<file path="src/rtl/sdram_cmd_pkg.sv">
package sdram_cmd_pkg;
  localparam int NUM_BANKS = 2;
  localparam int ROW_W     = 10;
  localparam int COL_W     = 8;
  localparam int ADDR_W    = 10;
  localparam int AP_BIT    = 9;

  typedef enum logic [3:0] {
    CMD_NOP      = 4'd0,
    CMD_MRS      = 4'd1,
    CMD_REF      = 4'd2,
    CMD_SREF_IN  = 4'd3,
    CMD_SREF_OUT = 4'd4,
    CMD_PRE      = 4'd5,
    CMD_PRE_ALL  = 4'd6,
    CMD_ACT      = 4'd7,
    CMD_WR       = 4'd8,
    CMD_WR_AP    = 4'd9,
    CMD_RD       = 4'd10,
    CMD_RD_AP    = 4'd11
  } cmd_e;
endpackage

</file>
<file path="src/rtl/sdram_cmd_decode.sv">
module sdram_cmd_decode
  import sdram_cmd_pkg::*;
#(
  parameter int NB  = NUM_BANKS,
  parameter int AW  = ADDR_W,
  parameter int APB = AP_BIT,
  localparam int BW = (NB > 1) ? $clog2(NB) : 1
) (
  input  logic          edge_en_i,
  input  logic          cke_i,
  input  logic          cs_ni,
  input  logic          ras_ni,
  input  logic          cas_ni,
  input  logic          we_ni,
  input  logic [BW-1:0] ba_i,
  input  logic [AW-1:0] addr_i,
  input  logic [NB-1:0] eff_active_i,
  output cmd_e          cmd_o,
  output logic          err_o,
  output logic          sref_enter_o,
  output logic [NB-1:0] act_hit_o,
  output logic [NB-1:0] pre_hit_o,
  output logic [NB-1:0] acc_hit_o,
  output logic          auto_pre_o
);
  logic any_open, sel_open, ap;
  assign any_open   = |eff_active_i;
  assign sel_open   = eff_active_i[ba_i];
  assign ap         = addr_i[APB];
  assign auto_pre_o = ap;

  always_comb begin
    cmd_o        = CMD_NOP;
    err_o        = 1'b0;
    sref_enter_o = 1'b0;
    act_hit_o    = '0;
    pre_hit_o    = '0;
    acc_hit_o    = '0;
    if (edge_en_i && !cs_ni) begin
      unique case ({ras_ni, cas_ni, we_ni})
        3'b000: begin
          cmd_o = CMD_MRS;
          err_o = any_open;
        end
        3'b001: begin
          cmd_o        = cke_i ? CMD_REF : CMD_SREF_IN;
          err_o        = any_open;
          sref_enter_o = !cke_i && !any_open;
        end
        3'b010: begin
          if (ap) begin
            cmd_o     = CMD_PRE_ALL;
            pre_hit_o = '1;
          end else begin
            cmd_o           = CMD_PRE;
            pre_hit_o[ba_i] = 1'b1;
          end
        end
        3'b011: begin
          cmd_o = CMD_ACT;
          if (sel_open) err_o = 1'b1;
          else          act_hit_o[ba_i] = 1'b1;
        end
        3'b100, 3'b101: begin
          if (we_ni) cmd_o = ap ? CMD_RD_AP : CMD_RD;
          else       cmd_o = ap ? CMD_WR_AP : CMD_WR;
          if (!sel_open) err_o = 1'b1;
          else           acc_hit_o[ba_i] = 1'b1;
        end
        default: cmd_o = CMD_NOP;
      endcase
    end
  end
endmodule

</file>
<file path="src/rtl/sdram_bank_track.sv">
module sdram_bank_track
  import sdram_cmd_pkg::*;
#(
  parameter int RW = ROW_W
) (
  input  logic          clk_i,
  input  logic          rst_ni,
  input  logic          act_hit_i,
  input  logic          pre_hit_i,
  input  logic          acc_hit_i,
  input  logic          auto_pre_i,
  input  logic          burst_done_i,
  input  logic [RW-1:0] row_i,
  output logic          active_o,
  output logic          eff_active_o,
  output logic [RW-1:0] row_o
);
  logic pend_q, close_now;
  assign close_now    = pend_q && burst_done_i;
  assign eff_active_o = active_o && !close_now;

  always_ff @(posedge clk_i or negedge rst_ni) begin
    if (!rst_ni) begin
      active_o <= 1'b0;
      pend_q   <= 1'b0;
      row_o    <= '0;
    end else if (act_hit_i) begin
      active_o <= 1'b1;
      pend_q   <= 1'b0;
      row_o    <= row_i;
    end else if (pre_hit_i || close_now) begin
      active_o <= 1'b0;
      pend_q   <= 1'b0;
    end else if (acc_hit_i) begin
      pend_q   <= auto_pre_i;
    end
  end

  assert_act_opens_R6: assert property (@(posedge clk_i) disable iff (!rst_ni)
    act_hit_i |=> (active_o && row_o == $past(row_i)));
  assert_pre_closes_R7: assert property (@(posedge clk_i) disable iff (!rst_ni)
    (pre_hit_i && !act_hit_i) |=> !active_o);
  assert_plain_stays_R8: assert property (@(posedge clk_i) disable iff (!rst_ni)
    (acc_hit_i && !auto_pre_i && !pre_hit_i) |=> (active_o && $stable(row_o)));
endmodule

</file>
<file path="src/rtl/sdram_cmd_front.sv">
module sdram_cmd_front
  import sdram_cmd_pkg::*;
#(
  parameter int NB  = NUM_BANKS,
  parameter int RW  = ROW_W,
  parameter int CW  = COL_W,
  parameter int AW  = ADDR_W,
  parameter int APB = AP_BIT,
  localparam int BW = (NB > 1) ? $clog2(NB) : 1
) (
  input  logic             clk_i,
  input  logic             rst_ni,
  input  logic             cke_i,
  input  logic             cs_ni,
  input  logic             ras_ni,
  input  logic             cas_ni,
  input  logic             we_ni,
  input  logic [BW-1:0]    ba_i,
  input  logic [AW-1:0]    addr_i,
  input  logic             burst_done_i,
  output logic [3:0]       cmd_o,
  output logic             err_o,
  output logic [BW-1:0]    cmd_bank_o,
  output logic [CW-1:0]    col_o,
  output logic [NB-1:0]    bank_active_o,
  output logic [NB*RW-1:0] open_row_o,
  output logic             self_ref_o
);
  logic          cke_q, edge_en, dec_err, sref_enter, auto_pre;
  cmd_e          dec_cmd;
  logic [NB-1:0] eff_active, act_hit, pre_hit, acc_hit;

  assign edge_en = cke_q && !self_ref_o;

  sdram_cmd_decode #(.NB(NB), .AW(AW), .APB(APB)) u_dec (
    .edge_en_i   (edge_en),
    .cke_i       (cke_i),
    .cs_ni       (cs_ni),
    .ras_ni      (ras_ni),
    .cas_ni      (cas_ni),
    .we_ni       (we_ni),
    .ba_i        (ba_i),
    .addr_i      (addr_i),
    .eff_active_i(eff_active),
    .cmd_o       (dec_cmd),
    .err_o       (dec_err),
    .sref_enter_o(sref_enter),
    .act_hit_o   (act_hit),
    .pre_hit_o   (pre_hit),
    .acc_hit_o   (acc_hit),
    .auto_pre_o  (auto_pre)
  );

  for (genvar b = 0; b < NB; b++) begin : g_bank
    sdram_bank_track #(.RW(RW)) u_trk (
      .clk_i       (clk_i),
      .rst_ni      (rst_ni),
      .act_hit_i   (act_hit[b]),
      .pre_hit_i   (pre_hit[b]),
      .acc_hit_i   (acc_hit[b]),
      .auto_pre_i  (auto_pre),
      .burst_done_i(burst_done_i),
      .row_i       (addr_i[RW-1:0]),
      .active_o    (bank_active_o[b]),
      .eff_active_o(eff_active[b]),
      .row_o       (open_row_o[b*RW +: RW])
    );
  end

  logic is_access;
  assign is_access = dec_cmd inside {CMD_RD, CMD_RD_AP, CMD_WR, CMD_WR_AP};

  always_ff @(posedge clk_i or negedge rst_ni) begin
    if (!rst_ni) begin
      cke_q      <= 1'b1;
      self_ref_o <= 1'b0;
      cmd_o      <= CMD_NOP;
      err_o      <= 1'b0;
      cmd_bank_o <= '0;
      col_o      <= '0;
    end else begin
      cke_q <= cke_i;
      err_o <= dec_err;
      if (self_ref_o) begin
        // exit on first edge with clock enable high
        cmd_o <= cke_i ? CMD_SREF_OUT : CMD_NOP;
        if (cke_i) self_ref_o <= 1'b0;
      end else begin
        cmd_o <= dec_cmd;
        if (sref_enter) self_ref_o <= 1'b1;
      end
      if (is_access) begin
        cmd_bank_o <= ba_i;
        col_o      <= addr_i[CW-1:0];
      end
    end
  end

  // arms $past-based checks after the first sampled edge
  logic chk_armed;
  always_ff @(posedge clk_i or negedge rst_ni) begin
    if (!rst_ni) chk_armed <= 1'b0;
    else         chk_armed <= 1'b1;
  end

  assert_cs_nop_R3: assert property (@(posedge clk_i) disable iff (!rst_ni)
    (chk_armed && $past(cs_ni) && !$past(self_ref_o)) |-> (cmd_o == CMD_NOP));
  assert_cke_gate_R4: assert property (@(posedge clk_i) disable iff (!rst_ni)
    (chk_armed && !$past(cke_q) && !$past(self_ref_o) && !self_ref_o)
      |-> (cmd_o == CMD_NOP && !err_o));
  assert_sref_idle_R5: assert property (@(posedge clk_i) disable iff (!rst_ni)
    self_ref_o |-> (bank_active_o == '0 && cmd_o inside {CMD_NOP, CMD_SREF_IN}));
  assert_err_keeps_state_R9: assert property (@(posedge clk_i) disable iff (!rst_ni)
    (chk_armed && err_o && !$past(burst_done_i)) |-> $stable(bank_active_o));
  assert_err_no_sref_R10: assert property (@(posedge clk_i) disable iff (!rst_ni)
    (cmd_o == CMD_SREF_IN && err_o) |-> !self_ref_o);
endmodule

</file>
<file path="config.mk">
export PLATFORM = sky130hd
export DESIGN_NAME = sdram_cmd_front
export DESIGN_NICKNAME = d
export VERILOG_FILES = /design/src/rtl/sdram_cmd_pkg.sv /design/src/rtl/sdram_cmd_decode.sv /design/src/rtl/sdram_bank_track.sv /design/src/rtl/sdram_cmd_front.sv
export SDC_FILE = /design/constraint.sdc
export NUM_CORES = 1
export LEC_CHECK = 0
export ABC_AREA = 1
export BUFFER_PORTS_ARGS = -buffer_cell sky130_fd_sc_hd__buf_4
export CAP_MARGIN = 20
export CORE_MARGIN = 4
export CORE_UTILIZATION = 50
export DETAILED_ROUTE_END_ITERATION = 7
export GPL_TIMING_DRIVEN = 1
export PLACE_DENSITY = 0.85
export SLEW_MARGIN = 20
export SYNTH_ARGS = -nofsm -noshare
export SYNTH_HDL_FRONTEND = slang
export SYNTH_SLANG_ARGS = --single-unit
</file>
<file path="constraint.sdc">
create_clock -name clk_i -period 1.7 [get_ports clk_i]
set_clock_uncertainty 0.15 [all_clocks]
set_input_delay 0.17 -clock clk_i [delete_from_list [all_inputs] [get_ports clk_i]]
set_output_delay 0.17 -clock clk_i [all_outputs]
set_load 0.03 [all_outputs]
</file>
==> results_dict.tcl, run 1 <==
set metrics [dict create \
    globalRouteOverflowTotal 0 \
    layout.cell_area.non_filler_sq_mm 0.00251 \
    critical_path.slowest_cell "sky130_fd_sc_hd__dfstp_2" \
    routed_wire_length_per_instance_um 13.4 \
    timing.setup.critical_path_class "flip-flop to flip-flop" \
    tritoncts "yes" \
    total_number_of_vias 1488 \
    mostFrequentLayoutCell "sky130_fd_sc_hd__buf_4" \
    report.power.total_mw 2.79 \
    yosys_register_bits 40 \
    syn_inst 185 \
    final-setup-viol-count 0 \
    chipHeight_um 68.3 \
    grt_pass1_wl_um 6360 \
    critical_path.startpoint_type "flip-flop" \
    dr.first_iter.drc_count 74 \
    yosysUniqueCellTypes 20 \
    root_buffer "sky130_fd_sc_hd__clkbuf_4" \
    maximum_vdd_drop_mv 0.818 \
    post_dp_cell_area_sq_mm 0.00222 \
    seq_area_frac_synth_pct 55.2 \
    hold_viol 0 \
    syn2layout_area_growth_pct 38.0 \
    timing.critical_path.cells "nand3_4 -> a211oi_2 -> dlygate4sd3_1" \
    timing.critical_path.arrival_ns 1.80 \
    slowest_delay_ns 0.56 \
    layout_worst_path_cycle_share_pct 97.2 \
    synth.area.top_cells "sky130_fd_sc_hd__dfrtp_1, sky130_fd_sc_hd__o21ai_2, sky130_fd_sc_hd__nand2_1, sky130_fd_sc_hd__inv_1, sky130_fd_sc_hd__nand2_2" \
    antenna_cells 0 \
    detail_route.drc_violations 0 \
    detail_route.first_pass.iterations 6 \
    post_synth.cell_area_avg_sq_um 9.82 \
    data_required_critical_path_ns 1.84 \
    timing.final.crit_period_ns 1.65 \
    synth.cell_area_sq_mm 0.00182 \
    synth.net_count 204 \
    synth_top_area_share_pct 53.7 \
    die_width_um 68.3 \
    globalplace.congestion 0.867 \
    die_area_sq_mm 0.00466 \
    initial_standard_cell_utilization_of_the_core_pct 53.2 \
    timing_worst_slew_pin_value_ns 0.484 \
    yosys_warnings 0 \
    clock_tree.buffer_depth 2 \
    critPathCaptureType "flip-flop" \
    row_count 21 \
    synth_largest_area_cell "sky130_fd_sc_hd__dfrtp_1" \
    postRouteAntennaNets 0 \
    outcome "finished clean" \
    setup_total_negative_slack_ns 0 \
    final_cells 305 \
    fmax_mhz 605 \
    port_buffers 55 \
    htree_levels 2 \
    multi_input_comb_area_sq_um 666 \
    power_density_over_cell_area_mw_per_mm2 1110 \
    placeableCoreArea_sq_mm 0.00342 \
    rr_worst_depth 3 \
    first_global_vias 1402 \
    overall_routing_resource_usage_pct 18.6 \
    fillers 245 \
    tritoncts_buffers 5 \
    number_of_ports_placed_on_the_die_boundary 56 \
    dp.cells 279 \
    worstHoldPathCells 4 \
    layout_common_cells "sky130_fd_sc_hd__buf_4, sky130_fd_sc_hd__nand2_1, sky130_fd_sc_hd__dfrtp_1, sky130_fd_sc_hd__inv_1, sky130_fd_sc_hd__o21ai_2" \
    p_leak_nw 1.34 \
    detail_route.vias_per_cell 4.88 \
    tritoncts_num_sinks 40 \
    critical_path.max_fanout 5 \
    max_cap_violations 0 \
    clk-insertion-delay-late_ns 0.35 \
    grt_max_degree 41 \
    slew_headroom_pct 67.7 \
    seqCellArea_sq_mm 0.00100 \
    finalMaxSlewViolations 0 \
    hpwl_um 2630 \
    postRouteWirelength_um 4100 \
    finalNetCount 277 \
    drive_above_1_share_pct 40.5 \
    path_clk_slew_ns 0.12 \
    antenna_violations_before_repair 0 \
    min-delay-path-class "input port to flip-flop" \
]
-- layout make-up --
| class | count | share of cell area [%] |
|---|---|---|
| well taps | 46 | 2.30 |
| flip-flops and latches | 40 | 40.0 |
| multi-input cells | 111 | 26.5 |
| clock inverters | 3 | 1.85 |
| repair buffers | 72 | 23.7 |
| clock buffers | 5 | 1.50 |
| inverters | 28 | 4.19 |
-- critical path, delay by kind of cell, from the launching register on --
kind / cells / cell delay (ns)
AOI/OAI and AO/OA: 1 / 0.20
buffers and inverters: 1 / 0.56
DFF: 1 / 0.56
and+or+nand+nor: 1 / 0.12
-- synth_stat cells (all sizes together) --
cell type,n
a211oi,1
a21oi,2
buf,7
dfrtp,39
dfstp,1
inv,28
nand2,50
nand3,16
nor2,5
o21ai,34
o31ai,1
o32ai,1
-- power by group --
part	switching, mW	internal [mW]
Sequential	0.105	1.10
Combinational	0.575	0.360
Clock	0.330	0.314
Total	1.01	1.78
-- final timing paths --
| kind | start | end | slack (ns) |
|---|---|---|---|
| max | cke_q | cmd_o[1] | 0.05 |
| min | burst_done_i | g_bank[0].u_trk.active_o | 0.02 |
| max reg2reg | cke_q | cmd_o[1] | 0.05 |
| min reg2reg | g_bank[1].u_trk.row_o[6] | g_bank[1].u_trk.row_o[6] | 0.35 |
| max in group asynchronous | rst_ni | cke_q | 0.89 |
| min in group asynchronous | rst_ni | g_bank[1].u_trk.row_o[3] | 0.15 |
-- through the flow --
| stage | hold slack [ns] | utilization, % | setup WS, ns |
|---|---|---|---|
| 6_report | 0.0163 | 73.4 | 0.0472 |
| 5_1_grt | 0.0151 | 73.4 | -0.0262 |
| 4_1_cts | 0.0000800 | 72.0 | 0.0244 |
| 3_5_place_dp | 0.0193 | 64.9 | 0.0543 |
| 3_3_place_gp | 0.0164 | 64.9 | 0.104 |
| 2_1_floorplan | -0.276 | - | 0.203 |
-- repair_timing --
action	4_1_cts	5_1_grt
setup buffers	0	1
hold buffers	16	0
endpoints found under the hold margin	72	0
setup endpoints to repair	0	21
resized for setup	0	3
-- kinds of logic after synthesis --
kind of cell	share of synthesized area [%]
buffers and inverters	9.71
AO/OA/AOI/OAI	15.4
flip-flops	55.2
AND/OR/NAND/NOR	19.8
-- metal layers --
metal  up-vias  track usage (%)  share of wire (%)
met1       698             23.8                 40
met2        46             30.0                 52
met3         9             5.09                5.8
met4         0             7.20                1.8
li1        735                -                  -
met5         -                0                  0
-- sequential cells by signal (all words and copies together), names as in the netlist --
name,flops
g_bank.u_trk.row_o,20
g_bank.u_trk.active_o,2
err_o,1
g_bank.u_trk.pend_q,2
cke_q,1
cmd_o,4
self_ref_o,1
col_o,8
cmd_bank_o,1
Note: power is estimated with default switching activity, not from simulation.
==> run 2, diff against run 1 <==
PLACE_DENSITY = 0.78   (was 0.85)
==> results_dict.tcl, run 2 (synthesized netlist as in run 1, its figures left out) <==
set metrics [dict create \
    outcome "finished clean" \
    layout_worst_path_cycle_share_pct 97.0 \
    pre_cts_ws_ns 0.0883 \
    timing.critical_path.arrival_ns 1.75 \
    dr.first_iter.drc_count 68 \
    worstHoldPathCells 4 \
    worst_hold_path.endpoint "cmd_o[3]" \
    globalRouteMet3Util_pct 5.42 \
    antenna_cells 0 \
    chipHeight_um 68.3 \
    final-setup-viol-count 0 \
    rsz0062_at_grt "true" \
    detail_route.first_pass.iterations 5 \
    grt_max_degree 41 \
    fmax_mhz 607 \
    layout.cell_area.non_filler_sq_mm 0.00248 \
    htree_levels 2 \
    critical_path.startpoint_type "input port" \
    postRouteAntennaNets 0 \
    timing.setup.critical_path_class "input port to flip-flop" \
    hold_viol 0 \
    detail_route.drc_violations 0 \
    setup_total_negative_slack_ns 0 \
    grt_busiest_layer "met2" \
    ff2ff_setup_slack_ns 0.10 \
    placeableCoreArea_sq_mm 0.00342 \
    initial_standard_cell_utilization_of_the_core_pct 53.2 \
    detail_route.vias_per_cell 4.82 \
    layout_common_cells "sky130_fd_sc_hd__buf_4, sky130_fd_sc_hd__nand2_1, sky130_fd_sc_hd__dfrtp_1, sky130_fd_sc_hd__inv_1, sky130_fd_sc_hd__o21ai_2" \
    syn2layout_area_growth_pct 36.3 \
    report.power.total_mw 2.83 \
    cts_setup_buffers 0 \
    maximum_vdd_drop_mv 0.674 \
    die_area_sq_mm 0.00466 \
    regToRegEndpoint "g_bank[1].u_trk.row_o[5]" \
    antenna_violations_before_repair 0 \
    slew_headroom_pct 67.8 \
    grt.met2_usage_pct 28.3 \
    finalMaxSlewViolations 0 \
    max_cap_violations 0 \
    largest_register_ffs 20 \
    globalplace.congestion 0.845 \
    postRouteWirelength_um 4050 \
    finalWorstSetupSlack_ns 0.0518 \
    mostFrequentLayoutCell "sky130_fd_sc_hd__buf_4" \
    reg.largest.list "g_bank.u_trk.row_o: 20 flops, col_o: 8 flops, cmd_o: 4 flops" \
    worst_hold_startpoint "cs_ni" \
    first_global_vias 1327 \
    routed_wire_length_per_instance_um 13.4 \
    min-delay-path-class "input port to flip-flop" \
    grt_pass1_wl_um 6280 \
    critPathCaptureType "flip-flop" \
    total_number_of_vias 1460 \
    timing_worst_slew_pin_value_ns 0.483 \
    finalNetCount 275 \
    row_count 21 \
    tritoncts_num_sinks 40 \
    timing.final.crit_period_ns 1.65 \
    p_leak_nw 1.33 \
    clock_tree.buffer_depth 2 \
    timing.rr.start "cke_q" \
    critical_path.max_fanout 21 \
    clk-insertion-delay-late_ns 0.35 \
    rr_worst_depth 6 \
    power_density_over_cell_area_mw_per_mm2 1140 \
    number_of_ports_placed_on_the_die_boundary 56 \
    data_required_critical_path_ns 1.80 \
    top_register "g_bank.u_trk.row_o" \
    globalRouteOverflowTotal 0 \
    hpwl_um 2670 \
    tritoncts "yes" \
    port_buffers 55 \
    overall_routing_resource_usage_pct 18.6 \
    final_core_utilization_pct 72.5 \
    drive_above_1_share_pct 40.5 \
    global_route.usage.met1_pct 24.5 \
    post_dp_cell_area_sq_mm 0.00222 \
    tritoncts_buffers 5 \
    root_buffer "sky130_fd_sc_hd__clkbuf_4" \
    path_clk_slew_ns 0.12 \
    die_width_um 68.3 \
]
-- run 2: area by class of cell --
type / instances / area, sq um
Clock buffer: 7 / 65.1
Clock inverter: 1 / 30.0
Fill cell: 268 / 940
Inverter: 28 / 105
Multi-Input combinational cell: 111 / 656
Sequential cell: 40 / 1000
Tap cell: 46 / 57.6
Timing Repair Buffer: 70 / 561
-- run 2: through the flow --
step | hold WS, ns | cells
floorplan | -0.276 | 185
global placement | 0.0221 | 280
detailed placement | 0.0193 | 280
CTS | 0.00624 | 302
global route | 0.0240 | 303
finish | 0.0136 | 303
-- run 2: repair_timing --
| item | in CTS | in global routing |
|---|---|---|
| resized for setup | 0 | 1 |
| hold buffers | 14 | 0 |
| endpoints found under the setup margin | 0 | 8 |
| endpoints found under the hold margin | 71 | 0 |
-- run 2: power by group --
| group | internal (mW) | switching [mW] | total, mW |
|---|---|---|---|
| registers | 1.10 | 0.104 | 1.21 |
| clock network | 0.390 | 0.310 | 0.700 |
| logic | 0.353 | 0.571 | 0.924 |
| total | 1.85 | 0.984 | 2.83 |
-- run 2: worst max-delay path by stage --
stage / start / end / slack, ns / cells past startpoint
final: ras_ni / g_bank[1].u_trk.row_o[5] / 0.05 / 9
after detailed placement: cke_q / g_bank[0].u_trk.row_o[0] / 0.09 / 5
after floorplan: self_ref_o / g_bank[0].u_trk.row_o[9] / 0.20 / 7
after CTS: cke_q / g_bank[0].u_trk.pend_q / 0.03 / 5
after global placement: cke_q / g_bank[0].u_trk.row_o[0] / 0.12 / 5
after global routing: ras_ni / g_bank[1].u_trk.row_o[5] / 0.004 / 9
-- run 2: critical path, stage by stage --
cell and delay [ns]:
sky130_fd_sc_hd__dlygate4sd3_1 0.56, sky130_fd_sc_hd__buf_4 0.16, sky130_fd_sc_hd__inv_2 0.06, sky130_fd_sc_hd__nand3_2 0.10
sky130_fd_sc_hd__nor2_4 0.21, sky130_fd_sc_hd__nand2_2 0.08, sky130_fd_sc_hd__buf_4 0.23, sky130_fd_sc_hd__nand2_1 0.11
sky130_fd_sc_hd__o21ai_2 0.06
-- run 2: per-layer routing --
metal  routed length, um  vias to the layer above
met1                1710                      666
met5                   0                        -
met4                  99                        0
met3                 273                       12
met2                1970                       47
li1                    -                      735
